`config.mk`:
```
export PLATFORM = sky130hd
export DESIGN_NAME = pe_block_framer
export DESIGN_NICKNAME = d
export VERILOG_FILES = /design/src/rtl/pe_framer_pkg.sv /design/src/rtl/pe_frame_seq.sv /design/src/rtl/pe_char_mux.sv /design/src/rtl/pe_cell_encoder.sv /design/src/rtl/pe_block_framer.sv
export SDC_FILE = /design/constraint.sdc
export NUM_CORES = 1
export LEC_CHECK = 0
export ABC_AREA = 1
export CORE_MARGIN = 2
export CORE_UTILIZATION = 44
export DETAILED_ROUTE_END_ITERATION = 6
export GPL_TIMING_DRIVEN = 1
export PLACE_DENSITY_LB_ADDON = 0.08
export SYNTH_ARGS = -nofsm -noshare
export SYNTH_HDL_FRONTEND = slang
export SYNTH_SLANG_ARGS = --single-unit
```
`constraint.sdc`:
```
create_clock -name clk -period 1.6 [get_ports clk]
set_input_delay 0.32 -clock clk [delete_from_list [all_inputs] [get_ports clk]]
set_output_delay 0.32 -clock clk [all_outputs]
set_load 0.01 [all_outputs]
```
`src/rtl/pe_framer_pkg.sv`:
```
// Package: shared state type and character constants for the phase-encoded
// framer. Assumes a 9-track character with bit 8 as the parity track.
package pe_framer_pkg;

    typedef enum logic [2:0] {
        ST_IDLE,
        ST_IDB,
        ST_PRE,
        ST_DATA,
        ST_POST,
        ST_MARK
    } fr_state_t;

    localparam logic [8:0] CHR_ONES   = 9'h1FF;
    localparam logic [8:0] CHR_ZERO   = 9'h000;
    localparam logic [8:0] ERA_NONE   = 9'h000;
    localparam logic [8:0] ERA_IDB    = 9'h0FF;
    localparam logic [8:0] ERA_MARK   = 9'h01A;

    // Odd parity bit for one byte
    function automatic logic odd_par(input logic [7:0] b);
        return ~(^b);
    endfunction

endpackage

```
`src/rtl/pe_frame_seq.sv`:
```
// Module: phase sequencer. Walks idle -> (ID burst) -> leading burst -> data
// -> trailing burst, or idle -> file mark, advancing one character per tick.
// Assumes ID_CHARS >= 1 and AMBLE_ZEROS >= 1; starts are taken only in idle.
module pe_frame_seq
    import pe_framer_pkg::*;
#(
    parameter int AMBLE_ZEROS = 40,
    parameter int ID_CHARS    = 48,
    parameter int CW          = 6
) (
    input  logic          clk,
    input  logic          rst_n,
    input  logic          char_tick,
    input  logic          start_rec,
    input  logic          start_mark,
    input  logic          at_bot,
    input  logic          in_valid,
    input  logic          in_last,
    output logic          in_ready,
    output logic          emit,
    output logic          finish,
    output logic          busy,
    output fr_state_t     state_o,
    output logic [CW-1:0] cnt_o
);

    localparam logic [CW-1:0] K_AMB  = CW'(AMBLE_ZEROS);
    localparam logic [CW-1:0] K_AMBL = CW'(AMBLE_ZEROS - 1);
    localparam logic [CW-1:0] K_IDL  = CW'(ID_CHARS - 1);

    fr_state_t     state;
    logic [CW-1:0] cnt;
    logic          last_here;
    fr_state_t     nxt_phase;

    // Decide whether this tick produces a character
    always_comb begin
        unique case (state)
            ST_IDB, ST_PRE, ST_POST, ST_MARK: emit = char_tick;
            ST_DATA:                          emit = char_tick && in_valid;
            default:                          emit = 1'b0;
        endcase
    end

    // Detect the final character of the current phase and its successor
    always_comb begin
        last_here = 1'b0;
        nxt_phase = ST_IDLE;
        unique case (state)
            ST_IDB:  begin last_here = (cnt == K_IDL);  nxt_phase = ST_PRE;  end
            ST_PRE:  begin last_here = (cnt == K_AMB);  nxt_phase = ST_DATA; end
            ST_DATA: begin last_here = in_last;         nxt_phase = ST_POST; end
            ST_POST: begin last_here = (cnt == K_AMB);  nxt_phase = ST_IDLE; end
            ST_MARK: begin last_here = (cnt == K_AMBL); nxt_phase = ST_IDLE; end
            default: begin last_here = 1'b0;            nxt_phase = ST_IDLE; end
        endcase
    end

    assign in_ready = (state == ST_DATA) && char_tick;
    assign finish   = emit && last_here && (state == ST_POST || state == ST_MARK);
    assign busy     = (state != ST_IDLE);
    assign state_o  = state;
    assign cnt_o    = cnt;

    // Phase register and position counter
    always_ff @(posedge clk) begin
        if (!rst_n) begin
            state <= ST_IDLE;
            cnt   <= '0;
        end else if (state == ST_IDLE) begin
            cnt <= '0;
            if (start_rec)       state <= at_bot ? ST_IDB : ST_PRE;
            else if (start_mark) state <= ST_MARK;
        end else if (emit) begin
            if (last_here) begin
                cnt   <= '0;
                state <= nxt_phase;
            end else begin
                cnt <= cnt + 1'b1;
            end
        end
    end

    AST_CNT_RANGE: assert property (@(posedge clk) disable iff (!rst_n)
        cnt <= K_AMB || cnt <= K_IDL);
    AST_HOLD_WITHOUT_TICK: assert property (@(posedge clk) disable iff (!rst_n)
        (state != ST_IDLE && !char_tick) |=> ($stable(state) && $stable(cnt)));

endmodule

```
`src/rtl/pe_char_mux.sv`:
```
// Module: character former. Maps phase, position and input byte to the 9-bit
// character and the per-track erase mask. Purely combinational.
module pe_char_mux
    import pe_framer_pkg::*;
#(
    parameter int AMBLE_ZEROS = 40,
    parameter int CW          = 6
) (
    input  fr_state_t     state,
    input  logic [CW-1:0] cnt,
    input  logic [7:0]    in_byte,
    output logic [8:0]    chr,
    output logic [8:0]    era
);

    localparam logic [CW-1:0] K_AMB = CW'(AMBLE_ZEROS);

    // Select the character and erase pattern for the current position
    always_comb begin
        chr = CHR_ZERO;
        era = ERA_NONE;
        unique case (state)
            ST_IDB:  begin chr = {~cnt[0], 8'h00}; era = ERA_IDB; end
            ST_PRE:  chr = (cnt == K_AMB) ? CHR_ONES : CHR_ZERO;
            ST_DATA: chr = {odd_par(in_byte), in_byte};
            ST_POST: chr = (cnt == '0) ? CHR_ONES : CHR_ZERO;
            ST_MARK: era = ERA_MARK;
            default: chr = CHR_ZERO;
        endcase
    end

endmodule

```
`src/rtl/pe_cell_encoder.sv`:
```
// Module: half-cell encoder. For each track, a one is low-then-high, a zero is
// high-then-low, an erased track stays low in both halves. ENCODE=0 removes it.
module pe_cell_encoder #(
    parameter int TRACKS = 9,
    parameter bit ENCODE = 1'b1
) (
    input  logic [TRACKS-1:0] chr,
    input  logic [TRACKS-1:0] era,
    output logic [TRACKS-1:0] first_half,
    output logic [TRACKS-1:0] second_half
);

    if (ENCODE) begin : g_enc
        for (genvar t = 0; t < TRACKS; t++) begin : g_trk
            // Mid-cell transition direction carries the bit value
            assign first_half[t]  = !era[t] && !chr[t];
            assign second_half[t] = !era[t] &&  chr[t];
        end
    end else begin : g_off
        logic unused_ok;
        assign unused_ok   = ^{chr, era};
        assign first_half  = '0;
        assign second_half = '0;
    end

endmodule

```
`src/rtl/pe_block_framer.sv`:
```
// Module: top of the phase-encoded block framer. Registers one character plus
// erase mask per accepted tick and drives the optional half-cell stage.
// Assumes the source presents bytes on in_byte/in_valid paced by char_tick.
module pe_block_framer
    import pe_framer_pkg::*;
#(
    parameter int AMBLE_ZEROS = 40,
    parameter int ID_CHARS    = 48,
    parameter bit ENCODE      = 1'b1
) (
    input  logic       clk,
    input  logic       rst_n,
    input  logic       char_tick,
    input  logic       start_rec,
    input  logic       start_mark,
    input  logic       at_bot,
    input  logic [7:0] in_byte,
    input  logic       in_valid,
    input  logic       in_last,
    output logic       in_ready,
    output logic       busy,
    output logic       ch_valid,
    output logic [8:0] ch_data,
    output logic [8:0] ch_erase,
    output logic       done,
    output logic [8:0] cell_first,
    output logic [8:0] cell_second
);

    localparam int MAXC = (AMBLE_ZEROS + 1 > ID_CHARS) ? AMBLE_ZEROS + 1 : ID_CHARS;
    localparam int CW   = $clog2(MAXC + 1);

    fr_state_t     state;
    logic [CW-1:0] cnt;
    logic          emit;
    logic          finish;
    logic [8:0]    nxt_chr;
    logic [8:0]    nxt_era;

    pe_frame_seq #(
        .AMBLE_ZEROS(AMBLE_ZEROS),
        .ID_CHARS   (ID_CHARS),
        .CW         (CW)
    ) u_seq (
        .clk       (clk),
        .rst_n     (rst_n),
        .char_tick (char_tick),
        .start_rec (start_rec),
        .start_mark(start_mark),
        .at_bot    (at_bot),
        .in_valid  (in_valid),
        .in_last   (in_last),
        .in_ready  (in_ready),
        .emit      (emit),
        .finish    (finish),
        .busy      (busy),
        .state_o   (state),
        .cnt_o     (cnt)
    );

    pe_char_mux #(
        .AMBLE_ZEROS(AMBLE_ZEROS),
        .CW         (CW)
    ) u_mux (
        .state  (state),
        .cnt    (cnt),
        .in_byte(in_byte),
        .chr    (nxt_chr),
        .era    (nxt_era)
    );

    // Output character register
    always_ff @(posedge clk) begin
        if (!rst_n) begin
            ch_valid <= 1'b0;
            ch_data  <= '0;
            ch_erase <= '0;
            done     <= 1'b0;
        end else begin
            ch_valid <= emit;
            done     <= finish;
            if (emit) begin
                ch_data  <= nxt_chr;
                ch_erase <= nxt_era;
            end
        end
    end

    pe_cell_encoder #(
        .TRACKS(9),
        .ENCODE(ENCODE)
    ) u_enc (
        .chr        (ch_data),
        .era        (ch_erase),
        .first_half (cell_first),
        .second_half(cell_second)
    );

    AST_TICK_BEFORE_CHAR: assert property (@(posedge clk) disable iff (!rst_n)
        ch_valid |-> $past(char_tick));
    AST_IDLE_SILENT: assert property (@(posedge clk) disable iff (!rst_n)
        !$past(busy) |-> !ch_valid);
    AST_DATA_ODD: assert property (@(posedge clk) disable iff (!rst_n)
        (ch_valid && $past(in_ready && in_valid)) |-> (^ch_data));
    AST_DONE_ON_CHAR: assert property (@(posedge clk) disable iff (!rst_n)
        done |-> ch_valid);
    AST_DONE_SINGLE: assert property (@(posedge clk) disable iff (!rst_n)
        done |=> !done);
    AST_ERASE_LEGAL: assert property (@(posedge clk) disable iff (!rst_n)
        ch_valid |-> (ch_erase == ERA_NONE || ch_erase == ERA_IDB || ch_erase == ERA_MARK));
    AST_ID_TRACKS_BLANK: assert property (@(posedge clk) disable iff (!rst_n)
        (ch_valid && ch_erase == ERA_IDB) |-> (ch_data[7:0] == 8'h00));

endmodule

```
==> metrics.csv <==
stage;metric;value;unit
hold_path;worst hold-check path type;register to register;
timing;Tmin final;1550;ps
cells_and_area;diode count;0;
cells_and_area;layout cells sized above 1;19.9;%
critical_path;Max stage delay on crit path;550;ps
route;antenna viol nets, final;0;
cells_and_area;fin nets;332;
yosys;synthesized area per cell;6.00;um^2
flow_run;Max-Cap Viols;0;
place;DP Worst Slack;-183;ps
yosys;Seq cells post-synth;22;
yosys;Synth cell types;27;
route;initial DRC count;43;
route;Vias;1657;
global_route;vias in the first global route;1300;
cells_and_area;commonest non-fill, non-tap cells in the layout;nand2_1 (71), nor2_1 (41), inv_1 (28), clkdlybuf4s50_1 (27), dlygate4sd2_1 (21);
route;WL/cell;9.75;um
route;number of remaining DRC errors;0;
floorplanning;core box area;3280;um^2
yosys;Cells after Synth;246;
critical_path;Bufs and invs on worst path;1;
critical_path;critical path arrival;1230;ps
global_route;global-route wire length before repair;5530;um
outcome;status;finished, final reports clean;
place;GPL Wtd Cong;0.803;
critical_path;worst path cell trace;clkdlybuf4s50_1;
timing;setup TNS;0;ps
cts;CTS H-tree depth;1;
global_route;initial antenna violation count;0;
timing;setup violators final;0;
floorplanning;row cnt;21;
place;port buffer count;54;
place;Post-Place Cell Area;2110;um^2
timing;Final Max Slew Viols;0;
critical_path;type of origin of the critical path;register;
timing;Final Hold Viols;0;
critical_path;Crit. End Element;output pin;
critical_path;kind of cell adding the most delay to the critical path;buffers and inverters;
yosys;Adder-Cell Fraction of Synth Area;1.69;%
yosys;largest family of logic cells by synthesized area;simple AND/OR/NAND/NOR gates;
critical_path;Critical-path top delay cell;clkdlybuf4s50_1;
power;Peak VDD IR;0.870;mV
global_route;GRT Util Overall;18.9;%
yosys;Synth Area in Simple Gates;41.0;%
power;power density cells;1280;nW/um^2
yosys;synthesized area;1480;um^2
cells_and_area;leading cell type in the layout, fill and taps excluded;nand2_1;
floorplanning;Initial Utilization;45.0;%
cells_and_area;Synth-to-Final Area Change;51.0;%
timing;fin crit share;97.0;%
power;Leak;1.08;nW
global_route;gr ovfl total;0;
route;detail-routed via count per cell;4.63;
critical_path;worst-path fanout max;4;
critical_path;crit path kind;register to output pin;
timing;clk_skew;5.88;ps
floorplanning;# IOs;56;
floorplanning;Die ar.;3830;um^2
place;Post-DP HPWL;2780;um
cells_and_area;Design Area, Final;2230;um^2
timing;RSZ-0062 raised after global routing;yes;
critical_path;FF-to-FF setup slack;110;ps
route;DR pass1 iterations;4;
cells_and_area;footprint of the multi-input gates;867;um^2
timing;worst setup margin;48.2;ps
yosys;Warnings, synthesis;0;
yosys;sequential area share after synthesis;29.8;%
cts;Clock Sinks;22;
yosys;xor-xnor portion of the synthesized cell area;1.78;%
cts;maximum root-to-sink buffer count;2;
floorplanning;Die Y;61.9;um
cells_and_area;Layout fillers;332;
cts;TritonCTS Buffers;3;
yosys;syn_nets;264;
timing;maximum clock rate;0.644;GHz
cts;CTS tree;yes;
yosys;mux cell area share after synthesis;0;%
cells_and_area;FF+latch area;462;um^2
yosys;post-synthesis compound-gate area fraction;10.1;%
cts;clock-pin slew on the worst setup and hold paths;110;ps
global_route;largest net degree at the start of global routing;16;
floorplanning;die width;61.9;um
cts;clk root buf;clkbuf_4;
cts;worst skew pair latency;300;ps
route;DRT Wirelength;3490;um
critical_path;Req. time, crit path;1280;ps
[layout make-up]
type	count	share of cell area, %
flip-flops and latches	22	20.7
repair buffers	75	30.6
clock buffers	3	1.01
well taps	46	2.58
inverters	36	6.23
multi-input cells	176	38.9
[per-layer routing]
metal / global-route usage (%) / routed length, um
met1: 25.6 / 1740
met5: 0 / 0
met4: 5.47 / 42
met2: 31.4 / 1540
met3: 2.48 / 167
[cell families (layout without fill, tap and decap cells)]
logic type	count (synthesis)	count (layout)
XOR/XNOR	3	3
adder cells (fa/ha/maj)	2	2
AO/OA/AOI/OAI	28	28
buffers and inverters	48	114
flip-flops	22	22
other	1	1
AND/OR/NAND/NOR	142	142
[cell usage after synthesis]
master	instances	area (um^2)
nand4_1	4	25.0
buf_6	2	22.5
nand2_4	1	11.3
nor3_4	1	16.3
a21oi_1	12	60.1
nand2_2	2	12.5
clkbuf_1	1	3.75
nand3_2	2	20.0
a21oi_2	1	8.76
conb_1	1	3.75
nand2_1	74	278
inv_2	2	7.51
nor2_1	44	165
clkinv_1	2	7.51
buf_2	1	5.00
xor2_1	3	26.3
ha_1	2	25.0
dfxtp_1	22	440
nor2_2	1	6.26
inv_1	32	120
a211oi_1	2	15.0
o21ai_1	1	5.00
buf_4	8	60.1
nand3_1	10	50.1
nand3b_1	2	15.0
and3_1	1	6.26
o21ai_0	12	60.1
[flip-flops by register name, summed over array words and instances, names as in the netlist]
register and cells:
ch_valid 1, ch_data 9, u_seq.cnt_o 6, done 1, u_seq.state_o 3, ch_erase 2
[final timing paths]
kind | from | end | cells past startpoint
worst min register to register | ch_data[0] | ch_data[0] | 2
worst max-delay path | ch_data[5] | ch_data[5] | 1
worst max register to register | u_seq.cnt_o[1] | ch_data[7] | 8
worst min-delay path | ch_data[0] | ch_data[0] | 2
[through the flow]
stage | hold slack [ps] | utilization [%] | power (mW) | cells
after floorplan | 473 | - | 1.85 | 246
after global placement | 465 | 64.3 | 2.57 | 351
after detailed placement | 484 | 64.3 | 2.58 | 351
after CTS | 493 | 64.5 | 2.76 | 354
after global routing | 516 | 67.9 | 3.13 | 358
final | 491 | 67.9 | 2.85 | 358
[repair_timing]
action	CTS	global route
hold buffers	0	0
buffers inserted	0	4
endpoints found under the setup margin	26	30
gates resized for setup	36	33
pin swaps	0	10
[report_power, final]
| part | internal [mW] | leakage [nW] | switching [mW] | total (mW) |
|---|---|---|---|---|
| logic | 0.828 | 0.884 | 1.04 | 1.86 |
| registers | 0.662 | 0.185 | 0.0809 | 0.743 |
| clock network | 0.0879 | 0.0138 | 0.155 | 0.243 |
(Power assumes the default switching activity.)
